**config.mk**
```make
export PLATFORM = sky130hd
export DESIGN_NAME = prescaledPwm
export DESIGN_NICKNAME = d
export VERILOG_FILES = /design/src/rtl/prescaledPwmPkg.sv /design/src/rtl/pwmCtrl.sv /design/src/rtl/pwmDatapath.sv /design/src/rtl/prescaledPwm.sv
export SDC_FILE = /design/constraint.sdc
export NUM_CORES = 1
export LEC_CHECK = 0
export ABC_AREA = 0
export BUFFER_PORTS_ARGS = -buffer_cell sky130_fd_sc_hd__buf_2
export CORE_MARGIN = 2
export CORE_UTILIZATION = 40
export CTS_CLUSTER_DIAMETER = 50
export DETAILED_ROUTE_END_ITERATION = 8
export PLACE_DENSITY = 0.65
export SYNTH_ARGS = -nofsm -noshare
export SYNTH_HDL_FRONTEND = slang
export SYNTH_HIERARCHICAL = 1
export SYNTH_SLANG_ARGS = --single-unit
```
**constraint.sdc**
```tcl
create_clock -name clk -period 6.7 [get_ports clk]
set_input_delay 0.335 -clock clk [delete_from_list [all_inputs] [get_ports clk]]
set_output_delay 0.335 -clock clk [all_outputs]
set_load 0.01 [all_outputs]
```
**src/rtl/prescaledPwmPkg.sv**
```systemverilog
package prescaledPwmPkg;

  localparam int SEL_W      = 2;
  localparam int CODE_W     = 2;
  localparam int EXP_W      = 3;
  localparam int DUTY_W     = 9;
  localparam int SMALL_W    = 6;
  localparam int DIV_W      = 3;

  typedef struct packed {
    logic [SEL_W-1:0]  clkSel;
    logic [CODE_W-1:0] divCode;
    logic [EXP_W-1:0]  expM;
    logic              size9;
    logic [DUTY_W-1:0] duty;
  } pwmCfg_t;

  // strobes from control to datapath
  typedef struct packed {
    logic clear;
    logic advance;
  } dpStrobe_t;

  function automatic logic [DIV_W-1:0] divFromCode(input logic [CODE_W-1:0] code);
    case (code)
      2'd0:    return DIV_W'(2);
      2'd1:    return DIV_W'(3);
      2'd2:    return DIV_W'(5);
      default: return DIV_W'(6);
    endcase
  endfunction

endpackage

```
**src/rtl/pwmCtrl.sv**
```systemverilog
module pwmCtrl
  import prescaledPwmPkg::*;
#(
  parameter int NUM_SRC = 3
) (
  input  logic         clk,
  input  logic         rstN,
  input  logic [NUM_SRC-1:0] srcTicks,
  input  pwmCfg_t      cfgIn,
  input  logic         pwmEn,
  input  logic         periodMark,
  output pwmCfg_t      cfgAct,
  output logic         running,
  output dpStrobe_t    strobe
);

  localparam int M_MAX  = (1 << EXP_W) - 1;
  localparam int EXPC_W = (M_MAX < 1) ? 1 : M_MAX;

  logic              srcTick;
  logic [NUM_SRC:0]  tickTable;
  logic [DIV_W-1:0]  preCnt;
  logic [DIV_W-1:0]  divEnd;
  logic [EXPC_W-1:0] expCnt;
  logic [EXPC_W-1:0] expEnd;
  logic [EXPC_W:0]   expSpan;
  logic              preWrap;
  logic              advance;
  logic              loadCfg;

  // select entry 0 is "no time base"
  assign tickTable[0] = 1'b0;
  for (genvar s = 0; s < NUM_SRC; s++) begin : g_src
    assign tickTable[s+1] = srcTicks[s];
  end

  always_comb begin
    srcTick = 1'b0;
    if (int'(cfgAct.clkSel) <= NUM_SRC) srcTick = tickTable[cfgAct.clkSel];
  end

  assign running = pwmEn && (cfgAct.clkSel != '0);
  assign loadCfg = !running || periodMark;

  always_ff @(posedge clk) begin
    if (!rstN)        cfgAct <= '0;
    else if (loadCfg) cfgAct <= cfgIn;
  end

  assign divEnd  = divFromCode(cfgAct.divCode) - DIV_W'(1);
  assign expSpan = (EXPC_W+1)'(1) << cfgAct.expM;
  assign expEnd  = EXPC_W'(expSpan - (EXPC_W+1)'(1));
  assign preWrap = srcTick && (preCnt == divEnd);
  assign advance = running && preWrap && (expCnt == expEnd);

  always_ff @(posedge clk) begin
    if (!rstN || !running) begin
      preCnt <= '0;
      expCnt <= '0;
    end else if (srcTick) begin
      if (preCnt == divEnd) begin
        preCnt <= '0;
        expCnt <= (expCnt == expEnd) ? '0 : expCnt + EXPC_W'(1);
      end else begin
        preCnt <= preCnt + DIV_W'(1);
      end
    end
  end

  assign strobe.clear   = !running;
  assign strobe.advance = advance;

endmodule

```
**src/rtl/pwmDatapath.sv**
```systemverilog
module pwmDatapath
  import prescaledPwmPkg::*;
(
  input  logic              clk,
  input  logic              rstN,
  input  dpStrobe_t         strobe,
  input  logic              size9,
  input  logic [DUTY_W-1:0] duty,
  input  logic              outEn,
  output logic [DUTY_W-1:0] resCnt,
  output logic [DUTY_W-1:0] dutyEff,
  output logic              periodMark,
  output logic              pwmOut
);

  localparam logic [DUTY_W-1:0] LARGE_TOP = DUTY_W'((1 << DUTY_W) - 1);
  localparam logic [DUTY_W-1:0] SMALL_TOP = DUTY_W'((1 << SMALL_W) - 1);

  logic [DUTY_W-1:0] topVal;
  logic              atTop;

  // upper duty bits only count in the wide mode
  for (genvar b = 0; b < DUTY_W; b++) begin : g_mask
    if (b < SMALL_W) begin : g_low
      assign dutyEff[b] = duty[b];
    end else begin : g_high
      assign dutyEff[b] = duty[b] & size9;
    end
  end

  assign topVal     = size9 ? LARGE_TOP : SMALL_TOP;
  assign atTop      = (resCnt == topVal);
  assign periodMark = strobe.advance && atTop;

  always_ff @(posedge clk) begin
    if (!rstN || strobe.clear) resCnt <= '0;
    else if (strobe.advance)   resCnt <= atTop ? '0 : resCnt + DUTY_W'(1);
  end

  assign pwmOut = outEn && !strobe.clear && (resCnt < dutyEff);

endmodule

```
**src/rtl/prescaledPwm.sv**
```systemverilog
module prescaledPwm
  import prescaledPwmPkg::*;
(
  input  logic              clk,
  input  logic              rstN,
  input  logic              tickSlow,
  input  logic              tickMid,
  input  logic              tickFast,
  input  logic [SEL_W-1:0]  clkSel,
  input  logic [CODE_W-1:0] divCode,
  input  logic [EXP_W-1:0]  expM,
  input  logic              size9,
  input  logic [DUTY_W-1:0] dutyReg,
  input  logic [DUTY_W-1:0] seqDuty,
  input  logic              useDirect,
  input  logic              pwmEn,
  input  logic              outEn,
  output logic              pwmOut,
  output logic              periodMark
);

  pwmCfg_t           cfgIn;
  pwmCfg_t           cfgAct;
  dpStrobe_t         strobe;
  logic              running;
  logic [DUTY_W-1:0] resCnt;
  logic [DUTY_W-1:0] dutyEff;

  always_comb begin
    cfgIn.clkSel  = clkSel;
    cfgIn.divCode = divCode;
    cfgIn.expM    = expM;
    cfgIn.size9   = size9;
    cfgIn.duty    = useDirect ? dutyReg : seqDuty;
  end

  pwmCtrl #(.NUM_SRC(3)) uCtrl (
    .clk        (clk),
    .rstN       (rstN),
    .srcTicks   ({tickFast, tickMid, tickSlow}),
    .cfgIn      (cfgIn),
    .pwmEn      (pwmEn),
    .periodMark (periodMark),
    .cfgAct     (cfgAct),
    .running    (running),
    .strobe     (strobe)
  );

  pwmDatapath uDp (
    .clk        (clk),
    .rstN       (rstN),
    .strobe     (strobe),
    .size9      (cfgAct.size9),
    .duty       (cfgAct.duty),
    .outEn      (outEn),
    .resCnt     (resCnt),
    .dutyEff    (dutyEff),
    .periodMark (periodMark),
    .pwmOut     (pwmOut)
  );

endmodule

```
==> results.py <==
metrics = {
    "run_status": {
        "outcome": "finished, final reports clean",
    },
    "critical_path": {
        "slowest_stage": "nor4_1",
        "cp-end-kind": "flip-flop",
        "crit_path_start_kind": "flip-flop",
        "crit_chain": "inv_1 > ha_1 > and2_1 > o21ai_0 > nand4_2 > nor4_1 > and2_2 > nand2b_1 > nand2_1 > a21boi_1",
        "cp.required_ns": 6.91,
        "critPathArrivalTime_ns": 3.75,
        "cp_top_family": "simple AND/OR/NAND/NOR gates",
        "critPathBufInv": 1,
        "crit_fanout": 17,
        "critPathKind": "flip-flop to flip-flop",
        "cp_slowest_stage_delay_ns": 0.90,
    },
    "power_and_ir_drop": {
        "switching_share_pct": 26.6,
        "p_sw_mw": 0.122,
        "leakage_nw": 1.02,
        "clockPowerShare_pct": 35.0,
        "power.internal_mw": 0.338,
        "seqPwrFrac_pct": 50.1,
        "ir_drop_uv": 107,
        "p_comb_share_pct": 14.9,
        "powerDensity_nw_per_um2": 180,
    },
    "sta": {
        "min_period_ns": 3.53,
        "final_max_slew_viol_count": 0,
        "finalHoldViolCount": 0,
        "clock_skew_ns": 0.0100,
        "fin_crit_sh_pct": 52.7,
        "max_slew_margin_pct": 25.4,
        "rsz0062_at_grt": "false",
        "setup_violations": 0,
        "worst_pin_slew_ns": 1.11,
        "fmax_ghz": 0.283,
        "fin_setup_tns_ns": 0,
    },
    "detailed_routing": {
        "drtAntennaViolNets": 0,
        "drcViolationCount": 0,
        "routedWlPerCell_um": 12.4,
        "drt-pass1-iter-count": 4,
        "drt_iter0_markers": 102,
        "via_count": 1917,
        "finalWirelength_um": 4630,
        "vias_per_cell": 5.15,
    },
    "placement": {
        "place_congestion": 0.767,
        "dp.cells": 364,
        "io_buffers": 35,
        "hpwl_um": 3540,
        "placed_cell_area_um2": 2470,
    },
    "logic_synthesis": {
        "synth_nets": 317,
        "netlist_instances": 269,
        "syn_area_per_cell_um2": 8.50,
        "syn_area_um2": 2290,
        "ys_warn_count": 6,
    },
    "clock_network": {
        "cts.sinks": 36,
        "cts_setup_buffers": 0,
        "clk_pin_slew_ns": 0.08,
        "cts_buffers": 5,
        "clkLatencyLatePin_ns": 0.29,
        "holdBufCountCts": 0,
        "cts_root_buf": "clkbuf_8",
        "htreeDepth": 2,
        "tritoncts": "done",
        "cts-resized-gates": 0,
        "cts.path.max_buffers": 2,
    },
    "die": {
        "dieArea_um2": 6340,
        "die_h_um": 79.6,
        "pin_count": 36,
        "coreArea_um2": 5510,
        "start_util_pct": 41.5,
        "die_w_um": 79.6,
        "num_rows": 27,
    },
    "hold_path": {
        "hold_path_class": "primary input to flip-flop",
    },
    "global_route": {
        "overflow": 0,
        "grt_max_degree": 21,
        "first_global_vias": 1792,
        "antenna_found_initial": 0,
        "grt_usage_pct": 15.9,
        "grt_pass1_wl_um": 8050,
    },
    "finish": {
        "design_area_um2": 2560,
        "n_antenna_cell": 0,
        "synthToLayoutAreaGrowth_pct": 12.0,
        "drive_gt1_share_pct": 22.7,
        "final_cells": 372,
        "final_net_count": 347,
    },
    "run": {
        "maxCapViolations": 0,
    },
}
==> power by group through the flow <==
stage / clock network (mW) / logic (mW) / registers, mW
finish: 0.161 / 0.0685 / 0.230
CTS: 0.165 / 0.0696 / 0.230
global route: 0.174 / 0.0767 / 0.231
global placement: 0 / 0.0678 / 0.235
detailed placement: 0 / 0.0692 / 0.235
floorplan: 0 / 0.0544 / 0.231
==> tightest hold or removal path, cell delays in order <==
cell and delay, ns:
buf_2 0.10, nand2_1 0.04, a21boi_1 0.05
==> flip-flops by register name (all words and copies together), names as in the netlist <==
| register | cells |
|---|---|
| uCtrl/expCnt | 7 |
| uCtrl/cfgAct | 17 |
| uCtrl/preCnt | 3 |
| uDp/resCnt | 9 |
==> routing by layer <==
metal	track usage (%)	routed length [µm]	part of all wire, %
met1	20.4	2290	49
met2	26.6	2100	45
met3	2.49	152	3.3
met4	6.55	89	1.9
met5	0	0	0
==> layout make-up <==
cell class | instances | area, µm²
Clock buffer | 6 | 82.6
Sequential cell | 36 | 721
Timing Repair Buffer | 35 | 175
Inverter | 11 | 41.3
Clock inverter | 2 | 10.0
Fill cell | 542 | 2950
Tap cell | 72 | 90.1
Multi-Input combinational cell | 210 | 1440
==> through the flow <==
stage | power, mW | setup slack [ns] | utilization (%) | hold slack, ns
2_1_floorplan | 0.286 | 3.98 | - | 0.431
3_3_place_gp | 0.302 | 3.30 | 44.8 | 0.439
3_5_place_dp | 0.305 | 3.19 | 44.8 | 0.445
4_1_cts | 0.465 | 3.17 | 46.5 | 0.276
5_1_grt | 0.482 | 2.70 | 46.5 | 0.274
6_report | 0.460 | 3.17 | 46.5 | 0.285
==> cell usage in the layout (no fill, tap or decap), types with 2 or more instances in the layout <==
cell type,count
xor2_1,6
or3_1,2
nand2_1,54
a31oi_1,3
clkbuf_8,6
clkinv_2,2
xnor2_1,5
o21ai_0,5
ha_1,14
nand4_1,6
buf_2,35
nor2_1,18
nand3b_1,3
nand3_1,10
a21boi_1,17
nand2b_1,7
o21a_1,2
mux2_4,9
a21oi_1,8
o211ai_1,8
dfxtp_1,36
a211oi_1,2
inv_1,10
mux2i_1,3
nor3_1,3
==> path summary, 6_finish.rpt <==
path                    startpoint  slack, ns  depth (start not counted)          endpoint
setup / recovery  uCtrl/cfgAct[13]       3.17                         10   uCtrl/cfgAct[0]
setup reg to reg  uCtrl/cfgAct[13]       3.17                         10   uCtrl/cfgAct[0]
hold / removal           clkSel[0]       0.28                          3  uCtrl/cfgAct[15]
hold reg to reg    uCtrl/cfgAct[1]       0.45                          2   uCtrl/cfgAct[1]
No activity file was read; power rests on OpenSTA's default activity.
